File: src/rtl/rdmux_pkg.sv
package rdmux_pkg;

  typedef enum logic [2:0] {
    SEQ_IDLE  = 3'd0,
    SEQ_RST   = 3'd1,
    SEQ_PAUSE = 3'd2,
    SEQ_READ  = 3'd3,
    SEQ_READY = 3'd4,
    SEQ_TX    = 3'd5
  } seq_state_t;

  function automatic int unsigned max4(int unsigned a, int unsigned b,
                                       int unsigned c, int unsigned d);
    int unsigned m;
    m = a;
    if (b > m) m = b;
    if (c > m) m = c;
    if (d > m) m = d;
    return m;
  endfunction

endpackage

File: src/rtl/rdmux_phase_fsm.sv
module rdmux_phase_fsm
  import rdmux_pkg::*;
#(
  parameter int COL_W     = 8,
  parameter int RST_CYC   = 2,
  parameter int PAUSE_CYC = 1,
  parameter int READ_CYC  = 2,
  parameter int TX_LEN    = 128
) (
  input  logic             clk,
  input  logic             rst_n,
  input  logic             fifo_empty,
  input  logic [COL_W-1:0] fifo_col,
  input  logic             gate_ok,
  output logic             fifo_pop,
  output logic [COL_W-1:0] rd_col,
  output logic             ph_reset,
  output logic             ph_read,
  output logic             mux_ready,
  output logic             tx_start,
  output logic             tx_active,
  output logic             tx_done
);

  localparam int unsigned MAXLEN = max4(RST_CYC, PAUSE_CYC, READ_CYC, TX_LEN);
  localparam int CNT_W = (MAXLEN > 1) ? $clog2(MAXLEN) : 1;
  localparam logic [CNT_W-1:0] RST_LAST   = CNT_W'(RST_CYC - 1);
  localparam logic [CNT_W-1:0] PAUSE_LAST = CNT_W'(PAUSE_CYC - 1);
  localparam logic [CNT_W-1:0] READ_LAST  = CNT_W'(READ_CYC - 1);
  localparam logic [CNT_W-1:0] TX_LAST    = CNT_W'(TX_LEN - 1);

  seq_state_t       st_q, st_d;
  logic [CNT_W-1:0] cnt_q, cnt_d;
  logic             col_en;

  always_comb begin
    st_d      = st_q;
    cnt_d     = cnt_q + 1'b1;
    fifo_pop  = 1'b0;
    col_en    = 1'b0;
    ph_reset  = 1'b0;
    ph_read   = 1'b0;
    mux_ready = 1'b0;
    tx_start  = 1'b0;
    tx_active = 1'b0;
    tx_done   = 1'b0;
    case (st_q)
      SEQ_IDLE: begin
        cnt_d = '0;
        if (!fifo_empty) begin
          fifo_pop = 1'b1;
          col_en   = 1'b1;
          st_d     = SEQ_RST;
        end
      end
      SEQ_RST: begin
        ph_reset = 1'b1;
        if (cnt_q == RST_LAST) begin
          st_d  = SEQ_PAUSE;
          cnt_d = '0;
        end
      end
      SEQ_PAUSE: begin
        if (cnt_q == PAUSE_LAST) begin
          st_d  = SEQ_READ;
          cnt_d = '0;
        end
      end
      SEQ_READ: begin
        ph_read = 1'b1;
        if (cnt_q == READ_LAST) begin
          st_d  = SEQ_READY;
          cnt_d = '0;
        end
      end
      SEQ_READY: begin
        mux_ready = 1'b1;
        cnt_d     = '0;
        if (gate_ok) begin
          tx_start = 1'b1;
          st_d     = SEQ_TX;
        end
      end
      SEQ_TX: begin
        tx_active = 1'b1;
        if (cnt_q == TX_LAST) begin
          tx_done = 1'b1;
          cnt_d   = '0;
          if (!fifo_empty) begin
            fifo_pop = 1'b1;
            col_en   = 1'b1;
            st_d     = SEQ_RST;
          end else begin
            st_d = SEQ_IDLE;
          end
        end
      end
      default: begin
        st_d  = SEQ_IDLE;
        cnt_d = '0;
      end
    endcase
  end

  always_ff @(posedge clk or negedge rst_n) begin
    if (!rst_n) begin
      st_q  <= SEQ_IDLE;
      cnt_q <= '0;
    end else begin
      st_q  <= st_d;
      cnt_q <= cnt_d;
    end
  end

  always_ff @(posedge clk or negedge rst_n) begin
    if (!rst_n) begin
      rd_col <= '0;
    end else if (col_en) begin
      rd_col <= fifo_col;
    end
  end

endmodule

File: src/rtl/rdmux_edge_sync.sv
module rdmux_edge_sync #(
  parameter int SYNC_STAGES = 2
) (
  input  logic clk,
  input  logic rst_n,
  input  logic rclk_in,
  input  logic ret_token_in,
  output logic rt_hit
);

  logic [SYNC_STAGES-1:0] rclk_sh, rt_sh;
  logic                   rclk_prev;
  logic                   rclk_cur, rt_cur;

  assign rclk_cur = rclk_sh[SYNC_STAGES-1];
  assign rt_cur   = rt_sh[SYNC_STAGES-1];

  always_ff @(posedge clk or negedge rst_n) begin
    if (!rst_n) begin
      rclk_sh   <= '0;
      rt_sh     <= '0;
      rclk_prev <= 1'b0;
    end else begin
      rclk_sh   <= {rclk_sh[SYNC_STAGES-2:0], rclk_in};
      rt_sh     <= {rt_sh[SYNC_STAGES-2:0], ret_token_in};
      rclk_prev <= rclk_cur;
    end
  end

  assign rt_hit = rclk_prev & ~rclk_cur & rt_cur;

endmodule

File: src/rtl/rdmux_release.sv
module rdmux_release #(
  parameter int COL_W = 8
) (
  input  logic             clk,
  input  logic             rst_n,
  input  logic             tx_done,
  input  logic [COL_W-1:0] rd_col,
  input  logic             rt_hit,
  output logic             untag_req,
  output logic [COL_W-1:0] untag_col
);

  logic pend_q, pend_d;
  logic hold_en;

  assign untag_req = pend_q & rt_hit;
  assign hold_en   = tx_done;

  always_comb begin
    pend_d = pend_q;
    if (untag_req) pend_d = 1'b0;
    if (tx_done)   pend_d = 1'b1;
  end

  always_ff @(posedge clk or negedge rst_n) begin
    if (!rst_n) pend_q <= 1'b0;
    else        pend_q <= pend_d;
  end

  always_ff @(posedge clk or negedge rst_n) begin
    if (!rst_n)       untag_col <= '0;
    else if (hold_en) untag_col <= rd_col;
  end

endmodule

File: src/rtl/rdmux_load_seq.sv
module rdmux_load_seq #(
  parameter int COL_W       = 8,
  parameter int RST_CYC     = 2,
  parameter int PAUSE_CYC   = 1,
  parameter int READ_CYC    = 2,
  parameter int TX_LEN      = 128,
  parameter int SYNC_STAGES = 2
) (
  input  logic             clk,
  input  logic             rst_n,
  input  logic             fifo_empty,
  input  logic [COL_W-1:0] fifo_col,
  output logic             fifo_pop,
  input  logic             tx_en,
  input  logic             mux_en,
  input  logic             token_in,
  input  logic             rclk_in,
  input  logic             ret_token_in,
  output logic [COL_W-1:0] rd_col,
  output logic             ph_reset,
  output logic             ph_read,
  output logic             mux_ready,
  output logic             tx_start,
  output logic             tx_active,
  output logic             tx_done,
  output logic             untag_req,
  output logic [COL_W-1:0] untag_col
);

  logic [1:0] rst_sync_q;
  logic       rst_int_n;
  logic       gate_ok;
  logic       rt_hit;

  always_ff @(posedge clk or negedge rst_n) begin
    if (!rst_n) rst_sync_q <= 2'b00;
    else        rst_sync_q <= {rst_sync_q[0], 1'b1};
  end
  assign rst_int_n = rst_sync_q[1];

  assign gate_ok = tx_en & mux_en & token_in;

  rdmux_phase_fsm #(
    .COL_W(COL_W), .RST_CYC(RST_CYC), .PAUSE_CYC(PAUSE_CYC),
    .READ_CYC(READ_CYC), .TX_LEN(TX_LEN)
  ) u_fsm (
    .clk(clk), .rst_n(rst_int_n),
    .fifo_empty(fifo_empty), .fifo_col(fifo_col), .gate_ok(gate_ok),
    .fifo_pop(fifo_pop), .rd_col(rd_col),
    .ph_reset(ph_reset), .ph_read(ph_read), .mux_ready(mux_ready),
    .tx_start(tx_start), .tx_active(tx_active), .tx_done(tx_done)
  );

  rdmux_edge_sync #(.SYNC_STAGES(SYNC_STAGES)) u_sync (
    .clk(clk), .rst_n(rst_int_n),
    .rclk_in(rclk_in), .ret_token_in(ret_token_in), .rt_hit(rt_hit)
  );

  rdmux_release #(.COL_W(COL_W)) u_rel (
    .clk(clk), .rst_n(rst_int_n),
    .tx_done(tx_done), .rd_col(rd_col), .rt_hit(rt_hit),
    .untag_req(untag_req), .untag_col(untag_col)
  );

endmodule

File: config.mk
export PLATFORM = sky130hd
export DESIGN_NAME = rdmux_load_seq
export DESIGN_NICKNAME = d
export VERILOG_FILES = /design/src/rtl/rdmux_pkg.sv /design/src/rtl/rdmux_phase_fsm.sv /design/src/rtl/rdmux_edge_sync.sv /design/src/rtl/rdmux_release.sv /design/src/rtl/rdmux_load_seq.sv
export SDC_FILE = /design/constraint.sdc
export NUM_CORES = 1
export LEC_CHECK = 0
export ABC_AREA = 1
export BUFFER_PORTS_ARGS = -buffer_cell sky130_fd_sc_hd__buf_2
export CAP_MARGIN = 15
export CORE_MARGIN = 2
export CORE_UTILIZATION = 56
export DETAILED_ROUTE_END_ITERATION = 8
export GPL_ROUTABILITY_DRIVEN = 0
export GPL_TIMING_DRIVEN = 0
export HOLD_SLACK_MARGIN = 0.03
export PLACE_DENSITY = 0.93
export SLEW_MARGIN = 15
export SYNTH_ARGS = -nofsm -noshare
export SYNTH_HDL_FRONTEND = slang
export SYNTH_HIERARCHICAL = 1
export SYNTH_SLANG_ARGS = --single-unit
File: constraint.sdc
create_clock -name clk -period 2.75 [get_ports clk]
set_clock_uncertainty 0.1 [all_clocks]
set_input_delay 0.55 -clock clk [delete_from_list [all_inputs] [get_ports clk]]
set_output_delay 0.55 -clock clk [all_outputs]
set_load 0.02 [all_outputs]
Word-level counts from Yosys, hierarchy flattened:

Index checks and enable logic that the tools add are counted.
W data, S select, Z words.

* register bits: 34
* input port bits: 16
* output and inout port bits: 24
* logic and storage cells: 59

* $add $sub $neg: 1
* equal/unequal tests: 13
* mux-type cells: 25
* bitwise logic cells: 6
* reductions and logical operators: 5

Operator list (number)
* $mux W7: 3
* $pmux W7 S3: 1
* $mux W3: 6
* $pmux W3 S6: 1
* $mux W1: 13
* $ne A2 B1 Y1 const B: 4
* $add A7 B1 Y7 const B: 1
* $eq A7 B1 Y1 const B: 1
* $eq A7 B7 Y1 const B: 1
* $logic_not A7 Y1: 1
* $eq A3 B2 Y1 const B: 2
* $eq A3 B3 Y1 const B: 2
* $reduce_and A6 Y1: 1
* $and A1 B1 Y1: 5
* $ne A2 B2 Y1 const B: 2
* $eq A3 B1 Y1 const B: 1
* $logic_not A3 Y1: 1
* $pmux W1 S2: 1
* $reduce_bool A2 Y1: 1
* $reduce_or A2 Y1: 1
* $not A1 Y1: 1

Depth between registers and ports, before layout:

* depth in word-level cells: 6
* depth in mapped cells: 9
* gate-level depth less buffers: 9

Modules after synthesis:

The synthesis kept the hierarchy.

By module, submodules not included
* rdmux_phase_fsm: times used 1, cells each 137, area an instance 1092.3 µm², seq. area each 450.4 µm²
* rdmux_release: times used 1, cells each 40, area an instance 349.1 µm², seq. area each 225.2 µm²
* rdmux_edge_sync: times used 1, cells each 7, area an instance 135.1 µm², seq. area each 125.1 µm²
* rdmux_load_seq: times used 1, cells each 6, area an instance 67.6 µm², seq. area each 50.0 µm²

Least setup slack after synthesis:

No wires, ideal clock.

* path kind: register to output
* from: reg u_fsm.cnt_q[0]
* to: out fifo_pop
* arrival time: 1225 ps
* data required time: 2100 ps
* setup slack: 875 ps
* cell stages (with the launch flop): 8
* buffers on the path: 1
* cells stage by stage: dfrtp_1 -> ha_1 -> nand3_1 -> inv_1 -> nand4_2 -> and2_4 -> buf_12 -> clkinv_16

* longest elaborated chain between the ends: 3

Ends and longest elaborated chain
* start, declared: RTL line rdmux_phase_fsm.sv:33 `logic [CNT_W-1:0] cnt_q, cnt_d;`
* start signal, assigned: RTL line rdmux_phase_fsm.sv:111 `cnt_q <= cnt_d;`
* $eq A7 B7 Y1: RTL line rdmux_phase_fsm.sv:86 `if (cnt_q == TX_LAST) begin`
* $mux W1: RTL line rdmux_phase_fsm.sv:86
* $pmux W1 S2: RTL line rdmux_phase_fsm.sv:47 `case (st_q)`
* end, declared: RTL line rdmux_load_seq.sv:13 `output logic fifo_pop,`

No other way between the ends.

Worst setup path in the final report:

Same ends and word-level chain as after synthesis.

==> flow_summary.ini <==
[floorplan]
die_y_um = 58.19
die_area_um2 = 3385
start_util = 0.5911
core.rowCount = 19
die_w_um = 58.19
core_area_um2 = 2781
io-pin-count = 40

[yosys]
ys_seq_area_frac = 0.5175
ys_ff_latch = 34
syn_inst = 190
synth.avg_cell_area_um2 = 8.653
yosysWarnings = 6
ys_types = 25
synth_fp_nets = 209
netlist_area_um2 = 1644

[pwr]
combPwrFrac = 0.412
pwr-share-clk = 0.167
p_per_area_nw_per_um2 = 845.4
p_int_mw = 0.9591
power_frac_seq = 0.421
power_switching_share = 0.4180
power.switching_mw = 0.6889
p_leak_nw = 1.130
ir_worst_vdd_mv = 0.6693

[clocking]
insertion_delay_ns = 0.32
numCtsBuffers = 5
postCtsSetupBuffers = 0
cts_sinks = 34
clk_pin_slew_ns = 0.10
cts_resized = 0
cts_tree = built
cts_root_buf = clkbuf_4
cts_hold_buf = 1
htreeDepth = 2
clk_path_buf_depth = 2

[detailed_routing]
dr.pass1.iters = 4
routed_wl_um = 3206
viasPerCell = 4.981
drt_iter0_markers = 52
antenna_left = 0
wire_per_inst_um = 11.92
drcViolationCount = 0
vias = 1340

[sta]
fin_tns_setup_ns = 0
maxSlewHeadroom = 0.5640
hold_viol = 0
rsz0062_at_grt = false
period_minus_slack_ns = 2.482
tightest_slew_ns = 0.6540
final.period_utilization = 0.9026
setup_viol = 0
holdWs_ns = 0.2083
finalMaxSlewViolations = 0
achievable-frequency_mhz = 402.9

[finish]
fin_nets = 256
diodes = 0
final_common_cell = nand2_1
final_cell_mix = nand2_1, buf_2, dfrtp_1
synthToLayoutAreaGrowth_pct = 18.57
fill_cells = 208
drive_above_1_share = 0.2899

[grt]
grt_use_total = 0.2175
antenna_found_initial = 0
grt_pass1_wl_um = 5499
gr-usage-met3 = 0.05357
grt.busiest_layer = met2
grtUsageMet1 = 0.2859
grt_max_degree = 33
gr-usage-met2 = 0.3458
grt_pass1_vias = 1257
grt.overflow.total = 0

[job]
drv_cap = 0

[critical_path]
end_kind = output pin
crit_path_start_kind = flip-flop
crit_type = flip-flop to output pin
critical_path_required_ns = 2.10
cp_max_fo = 9
worstPathArrival_ns = 1.83

[worst_hold_path]
hp-class = flip-flop to asynchronous set/reset pin

[placement]
hpwl_um = 2434
io_buffers = 39

[run_status]
status = completed
-- synth_stat cells --
cell	n	area, um2
nand2_2	9	56.30
buf_6	2	22.52
inv_1	22	82.58
inv_2	1	3.750
nand2_1	65	244.0
nor2_8	1	20.02
nand4_1	5	31.28
nand2_4	1	11.26
ha_1	3	37.54
conb_1	1	3.750
clkinv_16	1	30.03
nor2_1	13	48.80
and2_4	1	8.760
xnor2_1	1	8.760
clkinv_2	1	5.000
o31ai_1	1	7.510
o21bai_1	1	7.510
dfrtp_1	34	850.8
nand3_1	8	40.04
buf_12	1	20.02
nand4_2	1	12.51
a21oi_1	6	30.03
o21ai_0	7	35.03
nor2_2	3	18.77
a21boi_0	1	7.510
-- flip-flops by register name (all words and copies together), names as in the netlist --
signal and cells:
rst_sync_q 2, u_sync/rt_sh 2, u_sync/rclk_prev 1, u_fsm/cnt_q 7, u_fsm/rd_col 8, u_rel/untag_col 8, u_rel/pend_q 1, u_fsm/st_q 3
u_sync/rclk_sh 2
-- path summary, 6_finish.rpt --
kind | startpoint | to | slack [ns] | cells after the start
max | u_fsm/cnt_q[0] | fifo_pop | 0.27 | 8
min | rst_sync_q[1] | u_fsm/rd_col[5] | 0.21 | 0
max reg2reg | u_fsm/cnt_q[0] | u_fsm/st_q[2] | 1.00 | 8
min reg2reg | rst_sync_q[1] | u_fsm/rd_col[5] | 0.21 | 0
max in group asynchronous | rst_sync_q[1] | u_sync/rclk_sh[1] | 1.92 | 0
min in group clk | ret_token_in | u_sync/rt_sh[0] | 0.24 | 1
-- per-stage QoR --
stage          cells  worst slack (ns)    util  total power, mW  instance area [um2]
2_1_floorplan    190            0.8749       -            1.184                 1644
5_1_grt          269            0.1175  0.7009            1.774                 1949
6_report         269            0.2678  0.7009            1.648                 1949
4_1_cts          269            0.2474  0.7009            1.660                 1949
3_5_place_dp     260            0.6187  0.6757            1.382                 1879
3_3_place_gp     260            0.6398  0.6752            1.350                 1878
-- area by class of cell --
class,instances,area (um2),area share
clock buffers,7,55.05,0.02824
multi-input cells,128,629.4,0.3228
well taps,31,38.79,0.01990
flip-flops and latches,34,852.1,0.4371
clock inverters,1,5.005,0.002567
inverters,25,121.4,0.06226
plain buffers,3,42.54,0.02182
repair buffers,40,205.2,0.1053
-- layer usage --
| layer | share of wire | up-vias | wire length [um] |
|---|---|---|---|
| met5 | 0 | - | 0 |
| met4 | 0.0084 | 0 | 27 |
| met3 | 0.041 | 2 | 131 |
| met2 | 0.51 | 34 | 1630 |
| met1 | 0.44 | 623 | 1417 |
| li1 | - | 681 | - |
-- power by group through the flow --
stage / logic (mW) / clock network (mW) / registers, mW
2_1_floorplan: 0.438 / 0 / 0.746
3_3_place_gp: 0.655 / 0 / 0.695
3_5_place_dp: 0.677 / 0 / 0.705
4_1_cts: 0.680 / 0.286 / 0.694
5_1_grt: 0.753 / 0.312 / 0.709
6_report: 0.679 / 0.275 / 0.694
-- worst max-delay path, stage by stage (launching register included) --
cell and delay (ns):
dfrtp_1 0.44, ha_1 0.25, nand3_1 0.14, inv_1 0.08
nand4_2 0.08, and2_4 0.15, buf_12 0.14, clkinv_16 0.07
buf_2 0.16
-- logic make-up after synthesis --
family / count (synthesis) / synth area share
xor gates and xnor gates: 1 / 0.005328
and+or+nand+nor: 107 / 0.2991
AOI/OAI and AO/OA: 16 / 0.05328
adders and majority gates: 3 / 0.02283
other: 1 / 0.002281
DFF: 34 / 0.5175
buffers and inverters: 28 / 0.09969
Note: power is estimated with default switching activity, not from simulation.
